`src/rtl/tpc_pkg.sv`:
```
package tpc_pkg;

  // Lower bound (inclusive) of the window in clock cycles: f at +2.5%.
  function automatic int unsigned win_lo(longint unsigned clk_hz,
                                         longint unsigned nper,
                                         longint unsigned f_hz);
    longint unsigned num;
    longint unsigned den;
    num = clk_hz * nper * 40;
    den = f_hz * 41;
    return int'((num + den - 1) / den);
  endfunction

  // Upper bound (inclusive) of the window in clock cycles: f at -2.5%.
  function automatic int unsigned win_hi(longint unsigned clk_hz,
                                         longint unsigned nper,
                                         longint unsigned f_hz);
    return int'((clk_hz * nper * 40) / (f_hz * 39));
  endfunction

  // Row/column to key code.
  function automatic logic [3:0] key_code(logic [1:0] row, logic [1:0] col);
    logic [3:0] r4;
    logic [3:0] c4;
    r4 = {2'b00, row};
    c4 = {2'b00, col};
    if (col == 2'd3)      return 4'd13 + r4;
    else if (row == 2'd3) return (col == 2'd0) ? 4'd11 : (col == 2'd1) ? 4'd10 : 4'd12;
    else                  return (r4 * 4'd3) + c4 + 4'd1;
  endfunction

endpackage

```
`src/rtl/tpc_period_meas.sv`:
```
module tpc_period_meas #(
  parameter int unsigned CLK_HZ  = 3579000,
  parameter int unsigned NPER    = 4,
  parameter int unsigned FREQ[4] = '{697, 770, 852, 941}
) (
  input  logic       clk,
  input  logic       rst_n,
  input  logic       wave,
  output logic       m_stb,
  output logic       m_ok,
  output logic [1:0] m_idx
);
  localparam int unsigned LIMIT = tpc_pkg::win_hi(CLK_HZ, NPER, FREQ[0]);
  localparam int unsigned CW    = $clog2(LIMIT + 1) + 1;
  localparam int unsigned EW    = (NPER > 2) ? $clog2(NPER) : 1;

  logic          sync1, sync2, sync3;
  logic          rise;
  logic          armed;
  logic [CW-1:0] cnt;
  logic [EW-1:0] edges;
  int unsigned   total;
  logic [3:0]    hit;
  logic [1:0]    hit_idx;

  always_ff @(posedge clk) begin
    if (!rst_n) {sync1, sync2, sync3} <= 3'b000;
    else        {sync1, sync2, sync3} <= {wave, sync1, sync2};
  end
  assign rise  = sync2 & ~sync3;
  assign total = 32'(cnt) + 32'd1;

  for (genvar g = 0; g < 4; g++) begin : g_win
    localparam int unsigned LO = tpc_pkg::win_lo(CLK_HZ, NPER, FREQ[g]);
    localparam int unsigned HI = tpc_pkg::win_hi(CLK_HZ, NPER, FREQ[g]);
    assign hit[g] = (total >= LO) && (total <= HI);
  end

  always_comb begin
    hit_idx = 2'd0;
    for (int i = 0; i < 4; i++) if (hit[i]) hit_idx = 2'(i);
  end

  always_ff @(posedge clk) begin
    if (!rst_n) begin
      armed <= 1'b0;
      cnt   <= '0;
      edges <= '0;
      m_stb <= 1'b0;
      m_ok  <= 1'b0;
      m_idx <= 2'd0;
    end else begin
      m_stb <= 1'b0;
      if (!armed) begin
        if (rise) begin
          armed <= 1'b1;
          cnt   <= '0;
          edges <= '0;
        end
      end else if (rise) begin
        if (edges == EW'(NPER - 1)) begin
          m_stb <= 1'b1;
          m_ok  <= |hit;
          m_idx <= hit_idx;
          cnt   <= '0;
          edges <= '0;
        end else begin
          edges <= edges + 1'b1;
          cnt   <= cnt + 1'b1;
        end
      end else if (cnt == CW'(LIMIT)) begin
        m_stb <= 1'b1;
        m_ok  <= 1'b0;
        armed <= 1'b0;
      end else begin
        cnt <= cnt + 1'b1;
      end
    end
  end
endmodule

```
`src/rtl/tpc_qualify.sv`:
```
module tpc_qualify (
  input  logic       clk,
  input  logic       rst_n,
  input  logic       m_stb,
  input  logic       m_ok,
  input  logic [1:0] m_idx,
  output logic       good,
  output logic [1:0] good_idx
);
  logic       prev_ok;
  logic [1:0] prev_idx;

  always_ff @(posedge clk) begin
    if (!rst_n) begin
      prev_ok  <= 1'b0;
      prev_idx <= 2'd0;
      good     <= 1'b0;
      good_idx <= 2'd0;
    end else if (m_stb) begin
      good     <= m_ok && prev_ok && (m_idx == prev_idx);
      good_idx <= m_idx;
      prev_ok  <= m_ok;
      prev_idx <= m_idx;
    end
  end
endmodule

```
`src/rtl/tone_pair_classifier.sv`:
```
module tone_pair_classifier #(
  parameter int unsigned CLK_HZ    = 3579000,
  parameter int unsigned NPER      = 4,
  parameter int unsigned LOW_F[4]  = '{697, 770, 852, 941},
  parameter int unsigned HIGH_F[4] = '{1209, 1336, 1477, 1633}
) (
  input  logic       clk,
  input  logic       rst_n,
  input  logic       low_wave,
  input  logic       high_wave,
  output logic       steer,
  output logic [3:0] digit_code
);
  logic       lo_stb, lo_ok, lo_good;
  logic [1:0] lo_idx, lo_row;
  logic       hi_stb, hi_ok, hi_good;
  logic [1:0] hi_idx, hi_col;

  tpc_period_meas #(.CLK_HZ(CLK_HZ), .NPER(NPER), .FREQ(LOW_F)) u_lo_meas (
    .clk(clk), .rst_n(rst_n), .wave(low_wave),
    .m_stb(lo_stb), .m_ok(lo_ok), .m_idx(lo_idx));

  tpc_period_meas #(.CLK_HZ(CLK_HZ), .NPER(NPER), .FREQ(HIGH_F)) u_hi_meas (
    .clk(clk), .rst_n(rst_n), .wave(high_wave),
    .m_stb(hi_stb), .m_ok(hi_ok), .m_idx(hi_idx));

  tpc_qualify u_lo_qual (
    .clk(clk), .rst_n(rst_n), .m_stb(lo_stb), .m_ok(lo_ok), .m_idx(lo_idx),
    .good(lo_good), .good_idx(lo_row));

  tpc_qualify u_hi_qual (
    .clk(clk), .rst_n(rst_n), .m_stb(hi_stb), .m_ok(hi_ok), .m_idx(hi_idx),
    .good(hi_good), .good_idx(hi_col));

  always_ff @(posedge clk) begin
    if (!rst_n) begin
      steer      <= 1'b0;
      digit_code <= 4'd0;
    end else begin
      steer <= lo_good & hi_good;
      if (lo_good & hi_good) digit_code <= tpc_pkg::key_code(lo_row, hi_col);
    end
  end
endmodule

```
`config.mk`:
```
export PLATFORM = sky130hd
export DESIGN_NAME = tone_pair_classifier
export DESIGN_NICKNAME = d
export VERILOG_FILES = /design/src/rtl/tpc_pkg.sv /design/src/rtl/tpc_period_meas.sv /design/src/rtl/tpc_qualify.sv /design/src/rtl/tone_pair_classifier.sv
export SDC_FILE = /design/constraint.sdc
export NUM_CORES = 1
export LEC_CHECK = 0
export BUFFER_PORTS_ARGS = -buffer_cell sky130_fd_sc_hd__buf_2
export CAP_MARGIN = 5
export CORE_UTILIZATION = 30
export CTS_CLUSTER_DIAMETER = 80
export DETAILED_ROUTE_END_ITERATION = 8
export SLEW_MARGIN = 20
export SYNTH_ARGS = -nofsm -noshare
export SYNTH_HDL_FRONTEND = slang
export SYNTH_SLANG_ARGS = --single-unit
```
`constraint.sdc`:
```
create_clock -name clk -period 2.4 [get_ports clk]
set_input_delay 0.12 -clock clk [delete_from_list [all_inputs] [get_ports clk]]
set_output_delay 0.12 -clock clk [all_outputs]
set_load 0.1 [all_outputs]
```
==> flow_results.org, run 1 <==
** Clock tree
- Counting every sink on the clock net gives 64.
- Counting along the longest clock path gives a buffer depth of 2.
- Clock-pin slew was measured on the worst setup and hold paths at roughly 0.060 ns.
- Insertion delay of the later-clocked pin in the worst-skew pair :: 0.34 ns
- In this run, CTS created clock tree buffers numbering 9.
- CTS placed an instance of clkbuf_16 at the clock tree root.
- The clock tree synthesis step divided the H-tree into 3 levels.
- TritonCTS clock tree :: done

** Global route
- Overall global routing resource usage :: 17.3%
- Via count of the first global-routing pass :: 4578
- Entering global routing, the biggest net connects 40 pins.
- The first global-routing pass estimated ~23000 µm of wire.
- Global routing finished with a remaining overflow of 0.
- Number of antenna violations at the first check in global routing :: 0

** Synthesis
- Proportion of synthesized flip-flops having asynchronous set or reset :: 0%
- Mean post-synth cell area :: 7.67 µm²
- After synthesis the netlist holds a flip-flop and latch count of 64.
- Summing the sequential cell areas from Yosys gives 26.7% of the chip area.
- The cell count after synthesis came out at 626.
- The synthesized netlist occupies a cell area of around 4800 µm².
- When the netlist entered floorplanning its net count stood at 646.
- Number of different library cells in the post-synthesis netlist :: 80
- EDFF count, synth :: 0
- Most frequently used flop master after synthesis :: dfxtp_1
- During synthesis, Yosys emitted a total of 0 warnings.

** Cells and area
- Antenna cells :: 0
- Fill cells in the final layout number ~1600.
- The library cell used most frequently in the layout, excluding fill and tap cells, is buf_4.
- Commonest cells after routing, fill and taps aside :: 113 x buf_4, 66 x nor2_1, 55 x dfxtp_1
- Once layout is complete, the cells apart from fillers number 922.
- Multi-input combinational cell area :: between 3000 and 4000 µm²
- Sequential Area :: 1290 µm²
- In the final layout, the share of cells above drive strength 1 is 27.3%.
- Utilization after layout :: 40.5%
- From synthesis to final layout, the design area changed by 30.3%.
- Fin nets :: 726

** Placed design
- Final RePlAce weighted congestion :: 0.923
- Post-DP HPWL :: roughly 10000 µm
- Port buffering added 8 buffers.
- Once placement completed, the tool counted placed cells totaling around 900.

** Critical path
- R2R cell count :: 9
- Worst Setup Start Kind :: register
- Category of the critical setup timing path :: register to register
- The startpoint identified for the worst register-to-register timing path is u_lo_meas.cnt[0].
- Required time at the endpoint of the critical path :: 2.60 ns
- The worst setup path is captured at a register.
- In this run the worst path has a maximum fanout of 5.
- At the worst endpoint, the arrival time is 2.73 ns.
- Worst Setup SP :: u_lo_meas.cnt[0]

** STA
- Setup repair after global routing could not meet its margin everywhere.
- Setup Skew :: 0.00746 ns
- Final worst setup slack :: -0.132 ns
- The number of pins exceeding their max-slew limit in the final report is 0.
- The hold violation count in the final report was 0.
- On the final layout, the worst hold slack is 0.00844 ns.
- Worst-case headroom to the max-slew limit :: 51.6%
- Setup violation total in the final timing report :: 2
- Final TNS setup :: -0.186 ns
- Transition time of the tightest slew-check pin :: 0.708 ns
- Based on the critical path, the design can be clocked at up to 0.395 GHz.
- Counting I/O delays and the setup requirement, the final critical path takes 2.53 ns.
- Of the available clock period, the critical path in the final layout requires 105%.

** Worst hold path
- Min-delay worst type :: primary input to register
- The worst hold path was traced through 2 stages.
- HP Start :: low_wave

** Floorplanning
- X dimension of the die :: 128 µm
- Ports placed on the boundary :: 9
- Initial core utilization :: a little under a third
- The region available for standard cell placement spans 15400 µm².
- The floorplan step defined a die boundary enclosing 16500 µm².
- Row generation in the floorplan step produced 45 rows.
- DIE HEIGHT :: 128 µm

** Power
- Worst IR Drop VDD :: 0.346 mV
- For this design the ratio of total power to cell area is 428 nW/µm².
- Total power for the finished layout comes to 2.68 mW.
- In this run the static leakage power is 2.47 nW.

** Drt
- In the final routed layout, each cell accounts on average for about 15 µm.
- For this block, the via count after detailed routing is 4986.
- Total wirelength of the detailed-routed design :: approximately 14000 µm
- In the routed layout, each cell is associated on average with a via count of 5.41.
- For this block, the initial DRC count from the detailed router was ~350.
- The first detailed-routing pass took 6 iterations.
- Antenna violation net count after detailed routing :: 0
- DRC violations left :: 0

** Flow run
- Number of maximum-capacitance violations :: 0

** Run status
- Failing checks :: negative setup slack
- Result of the run :: complete, but fails checks
## sequential cells by signal (all words and copies together), names as in the netlist, 2 cells and up
signal and flops:
u_lo_meas.cnt 16, u_lo_meas.edges 2, u_lo_qual.good_idx 2, u_lo_meas.m_idx 2, u_hi_meas.edges 2, digit_code 4
u_hi_meas.m_idx 2, u_hi_qual.good_idx 2, u_hi_meas.cnt 15
## critical path, cell delays in order (launching register included)
cell and delay [ns]:
dfxtp_4 0.35, buf_6 0.13, buf_4 0.15, nand3_1 0.11, xor2_1 0.34, nor2_1 0.14, a2111oi_0 0.66, o211ai_1 0.19
o211ai_1 0.18, a41oi_2 0.15
## area by class of cell
| class | count | share of cell area [%] |
|---|---|---|
| Sequential cell | 64 | 20.7 |
| Multi-Input combinational cell | 488 | 53.4 |
| Inverter | 17 | 1.02 |
| Timing Repair Buffer | 126 | 15.4 |
| Tap cell | 211 | 4.22 |
| Clock buffer | 9 | 3.60 |
| Clock inverter | 7 | 1.64 |
## timing repair
action                                  CTS  global route
setup buffers                             0             2
hold buffers                              1             0
pin swaps                                 0             1
gates resized for setup                   9            32
endpoints found under the setup margin    3            28
endpoints found under the hold margin     1             0
## path summary, 6_finish.rpt
kind | to | slack (ns)
max | u_lo_meas.m_ok | -0.13
max reg2reg | u_lo_meas.m_ok | -0.13
min | u_lo_meas.sync1 | 0.008
min reg2reg | u_lo_meas.sync2 | 0.46
## layer usage
layer / up-vias / global-route usage, % / part of all wire [%]
met5: - / 0 / 0
met1: 2356 / 23.3 / 47
met3: 18 / 3.20 / 4.2
li1: 2474 / - / -
met2: 138 / 27.8 / 47
met4: 0 / 5.26 / 1.6
## cell families after synthesis
logic type,share of synthesized area (%)
buf+inv,6.94
flops,26.7
mux,1.90
fa+ha+maj,4.49
xor+xnor,5.84
compound gates,24.8
simple gates,29.3
## cells in the mapped netlist, types with 4 or more instances
library cell | count | area, µm²
a211oi_1 | 12 | 90.1
a21oi_1 | 39 | 195
a22oi_1 | 9 | 67.6
a31oi_1 | 12 | 75.1
a41o_1 | 4 | 40.0
and2_1 | 9 | 56.3
and3_1 | 8 | 50.1
and4_1 | 5 | 43.8
buf_4 | 5 | 37.5
clkbuf_1 | 43 | 161
dfxtp_1 | 64 | 1280
ha_1 | 14 | 175
inv_1 | 15 | 56.3
mux2i_1 | 8 | 80.1
nand2_1 | 43 | 161
nand2b_1 | 12 | 75.1
nand3_1 | 29 | 145
nand3b_1 | 4 | 30.0
nand4_1 | 18 | 113
nor2_1 | 67 | 251
nor2b_1 | 5 | 31.3
nor3_1 | 15 | 75.1
nor4_1 | 8 | 50.1
nor4b_1 | 4 | 35.0
o211ai_1 | 8 | 60.1
o21ai_0 | 29 | 145
o22ai_1 | 6 | 37.5
o31a_1 | 4 | 35.0
o31ai_1 | 4 | 30.0
or2_2 | 4 | 25.0
or3_1 | 5 | 31.3
or4_1 | 6 | 45.0
xnor2_1 | 17 | 149
xor2_1 | 15 | 131
## where the power goes
| part | total (mW) | internal [mW] | leakage [nW] | switching, mW |
|---|---|---|---|---|
| logic | 0.135 | 0.0530 | 1.80 | 0.0818 |
| registers | 1.08 | 1.07 | 0.522 | 0.00775 |
| clock network | 1.46 | 0.920 | 0.157 | 0.542 |
## per-stage QoR
step	setup WS (ns)	cell area, µm²
after CTS	-0.000616	6110
final	-0.132	6250
after global placement	-0.00299	5740
after global routing	-0.295	6250
after detailed placement	-0.105	5740
after floorplan	-0.0135	4820
Note: power is estimated with default switching activity, not from simulation.
==> run 2, diff against run 1 <==
ABC_AREA = 1   (was not set)
==> run 2 against run 1 <==
  * The run now ends clean
  * Sequential cell count is the same
  * Non-clock buffer count shrank 97
  * Critical path type unchanged
  * Highest routed layer unchanged
  * Die area shrank 7.5%
  * Clock power shrank 14%
  * Synthesized cell count grew 13%
  * Critical endpoint is now u_hi_meas.m_ok
==> flow_results.org, run 2 <==
** Synthesis
- EDFF count, synth :: 0
- Yosys printed 0 warnings.
- Yosys top cell area share :: 28.9%
- Among all cell types in the netlist, the one instantiated most often is nand2_1.
- The average instance in the mapped netlist occupies 6.28 µm².
- Ranking of synthesized cells by area :: dfxtp_1 29%, nand2_1 17%, nor2_1 8.2%
- The most used flip-flop cell after synthesis is dfxtp_1.
- The share of the Yosys chip area taken by registers is 28.9%.
- Synthesis produced a netlist with a net count of 726.
- The cell count after synthesis came out at 706.
- Of all flip-flops after synthesis, the portion carrying an async set or reset was 0%.
- After synthesis the cells add up to about 4400 µm².
- Number of different library cells in the post-synthesis netlist :: 40
- Most frequent cells after synthesis :: 197 x nand2_1, 97 x nor2_1, 85 x inv_1
- Total of flip-flops plus latches after synthesis :: 64
- The biggest area contributor in the post-synthesis netlist is dfxtp_1.

** Floorplanning
- Core outline area :: 14500 µm²
- DIE HEIGHT :: between 100 and 150 µm
- In this run the count of I/O pins placed on the die edge is 9.
- Row generation in the floorplan step produced 44 rows.
- Die ar. :: 15300 µm²
- Measured along the x axis, the die boundary spans 124 µm.
- Once the floorplan was initialized, standard cells occupied 30.6% of the core.

** Drt
- The routed layout has about 4300 vias.
- Antenna violation net count after detailed routing :: 0
- In the routed layout, each cell is associated on average with a via count of 4.70.
- The highest layer touched by signal routing is met4.
- 1st-pass router iterations :: 5
- The routed design has ~11000 µm of wire.
- For this run, design rule violations remaining after detail routing come to 0.
- In the final routed layout, each cell accounts on average for 11.8 µm.
- Detailed routing placed a total of 285 µm of wire on met3.
- Post-route met1 wirelength :: approximately 5400 µm
- Detailed router's first-iteration violation count :: ~290
- WL met2 :: 5090 µm

** Global route
- Total grt overflow :: 0
- The via count of the first global-routing pass is 3996.
- The initial antenna violation count came to 0.
- Largest net degree at the start of global routing :: 45
- Overall global routing resource usage :: 15.2%
- The first global-routing pass estimated 18400 µm of wire.

** Cells and area
- 0 antenna diodes ended up in the layout.
- The register with the most flip-flops in the layout has 16 of them.
- Fin nets :: 755
- The area growth from synthesis to layout is 16.1%.
- Layout cell share with drive strength beyond 1 :: 13.9%
- The largest registers in the layout are u_lo_meas.cnt: 16 flops, u_hi_meas.cnt: 15 flops, digit_code: 4 flops.
- Most frequent standard cell in the layout excluding fill and tap cells :: nand2_1
- Utilization after layout :: between 30% and 40%
- In the layout the commonest cells are 196 x nand2_1, 93 x nor2_1, 85 x inv_1.
- Largest register by flop count :: u_lo_meas.cnt
- Fill cell count :: 1576

** Critical path
- The endpoint identified for the worst register-to-register timing path is u_hi_meas.m_ok.
- STA puts the critical path data required time at 2.67 ns.
- Worst EP arrival :: 2.48 ns
- Worst R2R Start :: u_hi_meas.cnt[1]
- R2R cell count :: 15
- The kind of cell with the highest combined delay along the critical path is simple AND/OR/NAND/NOR gates.
- On the critical path, the stage with the largest delay is an instance of dfxtp_2.
- Slowest cell delay on critical path :: 0.39 ns
- The critical path starts at u_hi_meas.cnt[1].
- Reg2reg setup slack :: 0.19 ns
- Together, buffers and inverters on the worst path number 1.
- In this run the worst path has a maximum fanout of 7.
- By instance count, the cell type seen most on the critical path is nand2_1.
- CP cell instances :: ha_1 > nand2_2 > nor2_4 > nand3_1 > inv_1 > nand2_1 > nand2_1 > nand3_1 > nor2_2 > o21ai_1 > nor2_2 > nor2_2 > nand2_1 > nand2_1 > a21oi_2
- Category of the critical setup timing path :: register to register
- STA classifies the critical path endpoint as a register.
- STA classifies the critical path startpoint as a register.

** STA
- After layout, the worst path uses 92.2% of the clock period.
- Setup Skew :: 0.00944 ns
- Pins over their slew limit :: 0
- Setup violations remaining at the end of the flow were counted as 0.
- Max frequency :: 0.452 GHz
- Hold timing on the final database bottoms out at a slack of between 0.15 and 0.2 ns.
- Crit path time final :: 2.21 ns
- Hold violation total from the final report :: 0
- Transition time of the tightest slew-check pin :: ~0.53 ns
- The worst pin sits at a relative slew slack of between 60% and 70%.

** Power
- Internal :: ~1.9 mW
- Static Leak :: 2.22 nW
- PD cells :: 470 nW/µm²
- VDD sags by at most 0.383 mV.
- Switching share of power :: between 20% and 30%
- Combinational share of power :: 3.7%
- Sequential cells account for 44.6% of the total power.
- Pwr Total :: about 2.4 mW
- Clk network pwr share :: 51.7%
- In this run the power spent charging and discharging nets is 0.564 mW.

** Run status
- Result of the run :: completed

** Clock tree
- TritonCTS built the clock tree.
- Post-CTS clock slew at the launch and capture registers of the worst setup and hold paths :: 0.06 ns
- Max clock buf depth :: 2
- Depth of the CTS H-tree :: 3
- CTS buffer count :: 9
- Insertion delay of the later-clocked pin in the worst-skew pair :: around 0.33 ns
- The tree built by TritonCTS fans out to 64 sinks.
- The root buffer cell chosen for the clock tree is clkbuf_16.

** Placed design
- After legalization and detailed placement, the total HPWL measured 8180 µm.
- Final RePlAce weighted congestion :: 0.893
- Input and output buffers added on the ports amount to 8.

** Worst hold path
- In this run the worst hold path is classified as primary input to register.
- The worst hold path begins at rst_n.
- Min-Delay Endpoint :: u_hi_meas.sync1
- The worst hold path passes through 3 cells.

** Flow run
- Across the run, the number of max-cap violations was 0.
[run 2: cell type report]
type                    instances  area [µm²]  area share (%)
clock buffers                  12         256            4.98
clock inverters                 4        28.8           0.559
inverters                      94         353            6.85
multi-input cells             537        2790            54.2
flip-flops and latches         64        1280            25.0
well taps                     184         230            4.47
repair buffers                 29         203            3.94
[run 2: kinds of logic after synthesis]
logic type / Yosys count / share of synthesized area, %
buf+inv: 106 / 9.11
compound gates: 99 / 12.8
simple gates: 407 / 41.1
flops: 64 / 28.9
xor+xnor: 14 / 3.27
fa+ha+maj: 16 / 4.85
[run 2: repair_timing]
action	CTS	global route
hold buffers	2	0
resized for setup	0	12
hold endpoints to repair	2	0
setup buffers	0	2
endpoints found under the setup margin	0	7
[run 2: power groups by stage]
stage / Combinational (mW) / Sequential, mW / Clock (mW)
after floorplan: 0.0545 / 1.10 / 0
after global placement: 0.0880 / 1.10 / 0
after detailed placement: 0.0881 / 1.10 / 0
after CTS: 0.0909 / 1.08 / 1.29
after global routing: 0.103 / 1.08 / 1.34
final: 0.0901 / 1.08 / 1.25
[run 2: metal layers]
| metal | global-route usage (%) | up-vias |
|---|---|---|
| met5 | 0 | - |
| met2 | 24.9 | 47 |
| met3 | 2.75 | 14 |
| met4 | 5.35 | 0 |
| met1 | 19.9 | 1960 |
| li1 | - | 2325 |
[run 2: worst min-delay path: stages]
cell	delay, ns
buf_2	0.23
nand2_1	0.10
inv_1	0.03
[run 2: how the worst max path moves through the flow]
| stage | end | slack [ns] | cells after the start |
|---|---|---|---|
| finish | u_hi_meas.m_ok | 0.19 | 15 |
| global route | u_hi_meas.m_ok | -0.02 | 15 |
| CTS | u_lo_meas.m_ok | 0.03 | 13 |
| detailed placement | u_lo_meas.m_ok | 0.05 | 13 |
| global placement | u_lo_meas.m_ok | 0.06 | 13 |
| floorplan | u_lo_meas.m_ok | 0.39 | 14 |
[run 2: stage by stage]
stage               TNS, ns  setup WS, ns  area, µm²  cells
finish                    0         0.187       5150    924
global placement          0        0.0607       4780    903
CTS                       0        0.0331       5090    921
detailed placement        0        0.0544       4780    903
global route        -0.0196       -0.0196       5150    924
floorplan                 0         0.385       4430    706
==> run 3, diff against run 2 <==
CORE_UTILIZATION = 57   (was 30)
PLACE_DENSITY = 0.76   (was not set)
==> run 3 against run 2 <==
  * Die area down 47%
  * Final area down 3.2%
  * Sequential share of layout area up 1.0 points
  * Core utilization up 32 points
  * Cell count down 9.6%
  * Worst hold slack worse by 0.030 ns
  * Total power down 2.5%
  * Clock power down 5%
  * Critical path type unchanged
  * Largest cell class unchanged
  * Highest routed layer unchanged
==> flow_results.org, run 3 (synthesized netlist as in run 2, its figures left out) <==
** Clock tree
- Clock tree synthesis inserted a total of 9 buffers.
- TritonCTS clock tree :: done
- The tree is rooted in a clkbuf_8.
- The H-tree was split into 3 levels.
- No sink is reached through more buffers than the 2 on the longest clock path.
- Insertion delay of the later-clocked pin in the worst-skew pair :: 0.35 ns
- The tree built by TritonCTS fans out to 64 sinks.
- After clock tree synthesis, the clock-pin slew on the worst setup and hold paths is about 0.080 ns.

** Drt
- The count of nets left with antenna violations once routing finished came out at 0.
- In this run, the number of DRC markers left after iteration 0 of detailed routing was roughly 360.
- In the routed design, unresolved DRC markers number 0.
- In the routed layout, each cell is associated on average with a via count of 5.48.
- Total wirelength of the detailed-routed design :: 11300 µm
- After detailed routing, the average wire length per cell comes to 13.5 µm.
- Across all layers, the routed design uses 4572 vias.
- 1st-pass router iterations :: 5

** Cells and area
- The number of antenna diodes in the final layout is 0.
- In the final layout, the share of cells above drive strength 1 is 14.0%.
- More flip-flops sit in one register than any other, and that register is u_lo_meas.cnt.
- Fin nets :: 751
- The library cell used most frequently in the layout, excluding fill and tap cells, is nand2_1.
- The register with the most flip-flops in the layout has 16 of them.
- In the layout the commonest cells are 197 x nand2_1, 94 x nor2_1, 85 x inv_1.
- The area growth from synthesis to layout is 12.4%.
- The largest registers in the layout are u_lo_meas.cnt: 16 flops, u_hi_meas.cnt: 15 flops, digit_code: 4 flops.

** Global route
- Largest net degree at the start of global routing :: 32
- Global routing used 45.2% of the available met2 tracks.
- Number of antenna violations at the first check in global routing :: 0
- In the global route stage, overall resource usage came out at 28.4%.
- Top Usage Layer GRT :: met2
- The via count of the first global-routing pass was 4166.
- GR Layer Usage met1 :: 38.9%
- Global-route track usage on met3 :: 4.82%
- The first global-routing pass estimated 18900 µm of wire.
- Total grt overflow :: 0

** Worst hold path
- In this run the most critical hold path is launched from rst_n.
- Hold path depth :: 3
- The tightest min-delay check is of the primary input to register type.
- Min-Delay Endpoint :: u_lo_meas.sync1

** Placed design
- Post-DP HPWL :: 8250 µm
- Port Buf Inserts :: 8
- The congestion estimate from routability-driven global placement came to 0.887.
- OpenSTA, run right after detailed placement, puts the worst setup slack at 0.0322 ns.

** STA
- Crit path time final :: 2.27 ns
- After layout, the worst setup slack is 0.129 ns.
- The number of pins exceeding their max-slew limit in the final report is 0.
- Setup Skew :: 0.0165 ns
- Final TNS setup :: 0 ns
- Worst-case headroom to the max-slew limit :: approximately three fifths
- Post-Route Hold Slack :: 0.163 ns
- The hold violation count in the final report is 0.
- Setup violations remaining at the end of the flow were counted as 0.
- For the pin with the worst max-slew slack, the measured transition is slightly below 0.6 ns.
- Of the available clock period, the critical path in the final layout requires 94.6%.
- Max frequency :: between 0.4 and 0.5 GHz

** Critical path
- Maximum fanout along the worst path :: 7
- Worst EP arrival :: 2.55 ns
- The worst setup path is captured at a register.
- Across all register-to-register paths, the minimum setup slack is 0.13 ns.
- The worst setup path is launched from a register.
- For the worst setup path, the data required time is 2.68 ns.
- R2R cell count :: 15
- The worst register-to-register path begins at u_hi_meas.cnt[1].
- Reg-to-Reg End :: u_hi_meas.m_ok
- Category of the critical setup timing path :: register to register

** Floorplanning
- X dimension of the die :: around 90 µm
- Ports placed on the boundary :: 9
- The die is 90.2 µm tall.
- Initial core utilization :: 60.2%
- The die covers between 8000 and 9000 µm².
- Core outline area :: 7370 µm²
- Standard-cell row count :: 31

** Power
- Dividing total power by cell area gives a power density of 473 nW/µm².
- Worst IR Drop VDD :: 0.584 mV
- In this run the static leakage power is between 2 and 2.5 nW.

** Run status
- Result of the run :: completed

** Flow run
- Number of maximum-capacitance violations :: 0
run 3: report_power, final:
group          internal [mW]  total (mW)  switching (mW)
clock network          0.703        1.19           0.491
logic                 0.0258      0.0887          0.0629
registers               1.07        1.08         0.00760
run 3: worst max path at each step:
stage,end,cells after the start,slack (ns),start
finish,u_hi_meas.m_ok,15,0.13,u_hi_meas.cnt[1]
global route,u_lo_meas.m_ok,15,-0.02,u_lo_meas.cnt[2]
CTS,u_hi_meas.m_ok,14,0.04,u_hi_meas.cnt[1]
detailed placement,u_lo_meas.m_ok,13,0.03,u_lo_meas.cnt[1]
global placement,u_lo_meas.m_ok,13,0.04,u_lo_meas.cnt[1]
floorplan,u_lo_meas.m_ok,14,0.39,u_lo_meas.cnt[1]
run 3: repair_timing:
action | CTS | global route
cloned | 0 | 1
resized for setup | 1 | 15
hold buffers | 2 | 0
pin swaps | 0 | 2
endpoints found under the setup margin | 1 | 15
buffers inserted | 0 | 6
hold endpoints to repair | 2 | 0
run 3: final cells by class:
| class | count | area, µm² |
|---|---|---|
| Inverter | 94 | 353 |
| Clock buffer | 9 | 124 |
| Sequential cell | 64 | 1290 |
| Timing Repair Buffer | 25 | 170 |
| Tap cell | 99 | 124 |
| Clock inverter | 7 | 125 |
| Fill cell | 678 | 2390 |
| Multi-Input combinational cell | 537 | 2790 |
run 3: worst max-delay path, stage by stage (launching register included):
cell and delay [ns]:
dfxtp_2 0.39, ha_1 0.23, nand2_2 0.11, nor2_4 0.16, nand3_1 0.16, inv_1 0.11
nand2_1 0.05, nand2_1 0.11, nand3_1 0.12, nor2_2 0.14, o21ai_1 0.11, nor2_2 0.16
nor2_1 0.08, nand2_1 0.08, nand2_1 0.07, a21oi_2 0.12
run 3: metal layers:
metal | vias up | share of wire [%] | wire length [µm]
met1 | 2078 | 48 | 5400
met3 | 20 | 5.4 | 605
met2 | 157 | 45 | 5110
li1 | 2317 | - | -
met5 | - | 0 | 0
met4 | 0 | 1.7 | 187
run 3: per-stage QoR:
stage               cell area, µm²  total power, mW  instances  utilization [%]
floorplan                     4430             1.15        706                -
global placement              4610             1.18        810             62.6
detailed placement            4610             1.19        810             62.6
CTS                           4880             2.38        828             66.3
global route                  4980             2.43        835             67.6
finish                        4980             2.36        835             67.6
